==> config.mk <==
export PLATFORM = sky130hd
export DESIGN_NAME = decadeStage
export DESIGN_NICKNAME = d
export VERILOG_FILES = /design/src/rtl/decadePkg.sv /design/src/rtl/decadeCtrl.sv /design/src/rtl/decadeData.sv /design/src/rtl/decadeStage.sv
export SDC_FILE = /design/constraint.sdc
export NUM_CORES = 1
export LEC_CHECK = 0
export ABC_CLOCK_PERIOD_IN_PS = 1510
export BUFFER_PORTS_ARGS = -buffer_cell sky130_fd_sc_hd__buf_2
export CORE_AREA = 10 10 47 49
export DETAILED_ROUTE_END_ITERATION = 16
export DIE_AREA = 0 0 57 59
export GPL_ROUTABILITY_DRIVEN = 0
export SYNTH_ARGS = -nofsm -noshare
export SYNTH_HDL_FRONTEND = slang
export SYNTH_HIERARCHICAL = 1
export SYNTH_SLANG_ARGS = --single-unit
==> constraint.sdc <==
create_clock -name clk -period 1.51 [get_ports clk]
set_input_delay 0.302 -clock clk [delete_from_list [all_inputs] [get_ports clk]]
set_output_delay 0.302 -clock clk [all_outputs]
set_load 0.05 [all_outputs]
==> src/rtl/decadePkg.sv <==
package decadePkg;
  // Strobes issued by control to the datapath each cycle
  typedef struct packed {
    logic loadZero;  // force the register to zero (reset or clear)
    logic doInc;     // advance with wrap
  } stepCtrl_t;
endpackage

==> src/rtl/decadeCtrl.sv <==
module decadeCtrl
  import decadePkg::*;
(
  input  logic      clk,
  input  logic      rstN,
  input  logic      enable,
  input  logic      clear,
  input  logic      isNine,
  output stepCtrl_t ctrl,
  output logic      roll
);
  // Priority: reset, then clear, then enable
  always_comb begin
    ctrl.loadZero = !rstN || clear;
    ctrl.doInc    = rstN && !clear && enable;
  end

  assign roll = enable && isNine;

  AST_CLEAR_WINS: assert property (@(posedge clk) disable iff (!rstN)
    clear |-> (ctrl.loadZero && !ctrl.doInc));
  AST_ROLL_GATED: assert property (@(posedge clk) disable iff (!rstN)
    !enable |-> !roll);
  AST_ROLL_AT_NINE: assert property (@(posedge clk) disable iff (!rstN)
    (enable && isNine) |-> roll);
endmodule

==> src/rtl/decadeData.sv <==
module decadeData
  import decadePkg::*;
#(
  parameter int CNT_W   = 4,
  parameter int MODULUS = 10
) (
  input  logic             clk,
  input  logic             rstN,
  input  stepCtrl_t        ctrl,
  output logic [CNT_W-1:0] count,
  output logic             isNine
);
  localparam logic [CNT_W-1:0] LAST_CODE = CNT_W'(MODULUS - 1);
  localparam logic [CNT_W-1:0] ONE       = CNT_W'(1);

  logic [CNT_W-1:0] countQ;
  logic [CNT_W-1:0] incVal;
  logic [CNT_W-1:0] nextCount;

  // Comparator and adder with wrap
  assign isNine = (countQ == LAST_CODE);
  assign incVal = isNine ? '0 : countQ + ONE;

  // Three-way selector feeding the register
  always_comb begin
    if (ctrl.loadZero)   nextCount = '0;
    else if (ctrl.doInc) nextCount = incVal;
    else                 nextCount = countQ;
  end

  always_ff @(posedge clk) countQ <= nextCount;

  assign count = countQ;

  AST_RESET_ZERO: assert property (@(posedge clk)
    !rstN |=> (countQ == '0));
  AST_HOLD: assert property (@(posedge clk) disable iff (!rstN)
    (!ctrl.loadZero && !ctrl.doInc) |=> $stable(countQ));
  AST_STEP_UP: assert property (@(posedge clk) disable iff (!rstN)
    (ctrl.doInc && !ctrl.loadZero && countQ != LAST_CODE) |=> (countQ == $past(countQ) + ONE));
  AST_WRAP: assert property (@(posedge clk) disable iff (!rstN)
    (ctrl.doInc && !ctrl.loadZero && countQ == LAST_CODE) |=> (countQ == '0));
  AST_CLEAR_ZERO: assert property (@(posedge clk) disable iff (!rstN)
    ctrl.loadZero |=> (countQ == '0));
  AST_NO_OVERFLOW: assert property (@(posedge clk) disable iff (!rstN)
    countQ <= LAST_CODE);
endmodule

==> src/rtl/decadeStage.sv <==
module decadeStage
  import decadePkg::*;
#(
  parameter int CNT_W   = 4,
  parameter int MODULUS = 10
) (
  input  logic             clk,
  input  logic             rstN,
  input  logic             enable,
  input  logic             clear,
  output logic [CNT_W-1:0] count,
  output logic             roll
);
  stepCtrl_t ctrl;
  logic      isNine;

  decadeCtrl u_ctrl (
    .clk    (clk),
    .rstN   (rstN),
    .enable (enable),
    .clear  (clear),
    .isNine (isNine),
    .ctrl   (ctrl),
    .roll   (roll)
  );

  decadeData #(.CNT_W(CNT_W), .MODULUS(MODULUS)) u_data (
    .clk    (clk),
    .rstN   (rstN),
    .ctrl   (ctrl),
    .count  (count),
    .isNine (isNine)
  );
endmodule

Word-level counts from Yosys, hierarchy flattened
Cells that the tools add are included.

storage, ports and cells
  flip-flop bits (word level) = 4
  bits of input ports = 4

operators by class
  reductions and logical operators = 6
  eq/ne operators = 1
  muxes and demuxes = 1
  add/subtract/negate cells = 1

operators with widths
  kind                 count
  $add 4x1->4 const B  1
  $eq 4x4->1 const B   1
  $mux 4               1
  $logic_and 1x1->1    3
  $logic_not 1->1      2
  $logic_or 1x1->1     1

Logic depth before layout (Yosys ltp)
  depth after elaboration = 3
  mapped depth = 4
  mapped depth without buffers = 4

Modules after synthesis
The synthesis kept the hierarchy.

modules (own cells, without submodules)
  module      instances  seq. area each (um2)  area an instance (um2)  cells each
  decadeData  1          80.1                  191.4                   19
  decadeCtrl  1          0.0                   21.3                    3

Worst setup path before layout
Ideal clock, no wire load.

  path kind = register -> output
  start = register u_data.countQ[0], in the netlist u_data/count[0]
  end = output port roll
  slack = -0.176 ns
  required time = 1.208 ns
  stages on the path, launching flop included = 3
  arrival time = 1.384 ns
  cell sequence = dfxtp_1 > and4bb_2 > and2_1

between the ends
  longest elaborated chain between the ends = 2

RTL lines
  what                    RTL line           text
  from (decl)             decadeData.sv:16   logic [CNT_W-1:0] countQ;
  from (signal assigned)  decadeData.sv:31   always_ff @(posedge clk) countQ <= nextCount;
  $eq 4x4->1              decadeData.sv:21   assign isNine = (countQ == LAST_CODE);
  via isNine              decadeStage.sv:15  logic isNine;
  $logic_and 1x1->1       decadeCtrl.sv:18   assign roll = enable && isNine;
  to (decl)               decadeStage.sv:12  output logic roll

The timed path passes the listed nets, and every way through them passes these cells.

Final worst setup path
  start = register u_data.countQ[1], in the netlist u_data/count[1]
  end = output port roll

The elaborated chain is that of the path after synthesis.

==> metrics.txt <==
share of layout cells above drive strength 1=between 60% and 70%; Yosys cell types=14; final worst path period need=1.444 ns; row cnt=14; Initial Utilization=15.18%; largest net degree at the start of global routing=8; Max Slew Vio Count=0; final period utilization=between 90% and 100%; Mapped Cells=22; Syn. warnings=6; multi-input logic area=between 100 and 150 sq um; CP Launch Type=flip-flop; first-pass GRT wire length=890 um; Slew @ Worst Pin=around 0.25 ns; DR iter-0 viols=2; Synth area leader=dfxtp_1; WL per Instance=roughly 12 um; initial antenna violation count=0; CTS tree=built; Power Dens Cells=811.7 nW/um^2; wire length on met3=63 um; vias per cell=4.143; Sink Count=4; CP max FO=7; Skew-Pair Late Insertion Delay=~0.23 ns; HP Class=in -> reg; fmax=692.6 MHz; Syn-to-layout area delta=45.88%; Die W=57 um; Highest Signal Layer=met3; syn_area_per_cell=about 9.7 sq um; gr usage total=roughly 3.7%; required time of the critical path=1.21 ns; DR WL met2=~360 um; most frequent cells in the layout=7 x buf_2, 3 x clkbuf_4, 3 x dfxtp_2; DRC viols=0; Crit Path Category=reg -> out; Die Ht=between 50 and 60 um; Worst VDD drop=around 0.00019 V; Final Hold Viols=0; Num CTS Buffers=3; via count=between 200 and 250; CP endpoint kind=output port; clock-pin slew on the worst setup and hold paths=around 0.040 ns; H-tree levels=1; Port Buf Inserts=8; crit path DAT=between 1 and 1.5 ns; outcome=finished, final reports clean; Worst slew margin=approximately 83%; vias in the first global route=221; max FFs per register=4; Max Root-Sink Buffers=2; Max Cap Viol=0; die area=between 3000 and 4000 sq um; Top Ports=9; number of synthesized register bits=4; NumNets Final=39; final number of setup-violating endpoints=0; Synth top area share=37.65%; drt pass-1 iters=3; leak pwr=roughly 0.12 nW; core box area=between 1000 and 1500 sq um; dpl cells=46; clk_skew=between 0.004 and 0.005 ns; Remaining Overflow, GRT=0; RSZ-0062 raised after global routing=false; Reg area=a little under 90 sq um; post-route ant nets=0; Synth area leaders=dfxtp_1 38%, xnor2_1 8.2%, o32ai_2 7.6%, and4bb_2 5.9%, nand2b_1 5.9%; Post-Route Setup TNS=0 ns; met1 wire length=about 180 um; final cell count without fillers=between 40 and 50; Filler cells=approximately 160; Post-Route WL=just over 600 um; Synth Net Count=26; CTS root buffer=clkbuf_4; diode count=0; setup bufs post-CTS=0; Seq/Total Area, Yosys=a little under two fifths; most common cell after layout, fill and taps aside=buf_2; Post-Syn Area=~210 sq um
[critical path: stages, from the launching register on]
cell and delay [ns]:
dfxtp_4 0.36, and4bb_2 0.27, and2_2 0.14, buf_6 0.15
[repair_timing]
item | 4_1_cts | 5_1_grt
endpoints found under the setup margin | 1 | 1
hold buffers | 0 | 0
resized for setup | 1 | 3
[kinds of logic (layout without fill, tap and decap cells)]
logic type / Yosys count / after routing / share of synthesized area (%)
AND/OR/NAND/NOR: 10 / 10 / 30.59
AO/OA/AOI/OAI: 4 / 4 / 16.47
buffers and inverters: 1 / 12 / 1.763
XOR/XNOR: 2 / 2 / 8.237
flip-flops: 4 / 4 / 37.65
multiplexers: 1 / 1 / 5.294
[power by group]
part	switching [mW]	leakage [nW]	total (mW)	internal (mW)
Combinational	0.00863	0.0755	0.0151	0.00650
Sequential	0.00113	0.0346	0.106	0.105
Clock	0.0416	0.0138	0.130	0.0888
Total	0.0513	0.124	0.252	0.201
[path summary, 6_finish.rpt]
path,startpoint,end,slack (ns),cells past startpoint
max,u_data/count[1],roll,0.07,3
max reg2reg,u_data/count[0],u_data/count[3],0.45,3
min,rstN,u_data/count[1],0.44,3
min reg2reg,u_data/count[1],u_data/count[1],0.51,2
[cell usage after synthesis]
| library cell | number |
|---|---|
| and4bb_2 | 1 |
| nor2_1 | 2 |
| nand2_1 | 2 |
| nand3_2 | 1 |
| nand2b_1 | 2 |
| mux2_2 | 1 |
| xnor2_1 | 2 |
| o32ai_2 | 1 |
| and3b_1 | 1 |
| a211o_1 | 1 |
| a21oi_1 | 2 |
| and2_1 | 1 |
| inv_1 | 1 |
| dfxtp_1 | 4 |
[metrics by stage]
step | hold WS (ns) | util, % | setup WS [ns] | area (sq um) | total power [mW]
after floorplan | 0.5190 | - | 0.04645 | 217.7 | 0.1183
after global placement | 0.4931 | 19.82 | 0.1872 | 277.8 | 0.1242
after detailed placement | 0.4982 | 19.82 | 0.1554 | 277.8 | 0.1244
after CTS | 0.4236 | 21.61 | 0.008100 | 302.8 | 0.2609
after global routing | 0.4935 | 22.14 | 0.01855 | 310.3 | 0.2667
final | 0.4398 | 22.14 | 0.06616 | 310.3 | 0.2519
[routing by layer]
layer / vias up / track usage, %
li1: 99 / -
met1: 100 / 2.491
met2: 4 / 5.736
met3: 0 / 3.863
met4: 0 / 3.020
met5: - / 0
[final cells by class]
| class | count | area share, % |
|---|---|---|
| Tap cell | 16 | 6.452 |
| Sequential cell | 4 | 28.23 |
| Clock buffer | 3 | 7.258 |
| Multi-Input combinational cell | 17 | 41.94 |
| Timing Repair Buffer | 8 | 14.92 |
| Inverter | 1 | 1.210 |
Power figures use the tool's default switching activity.
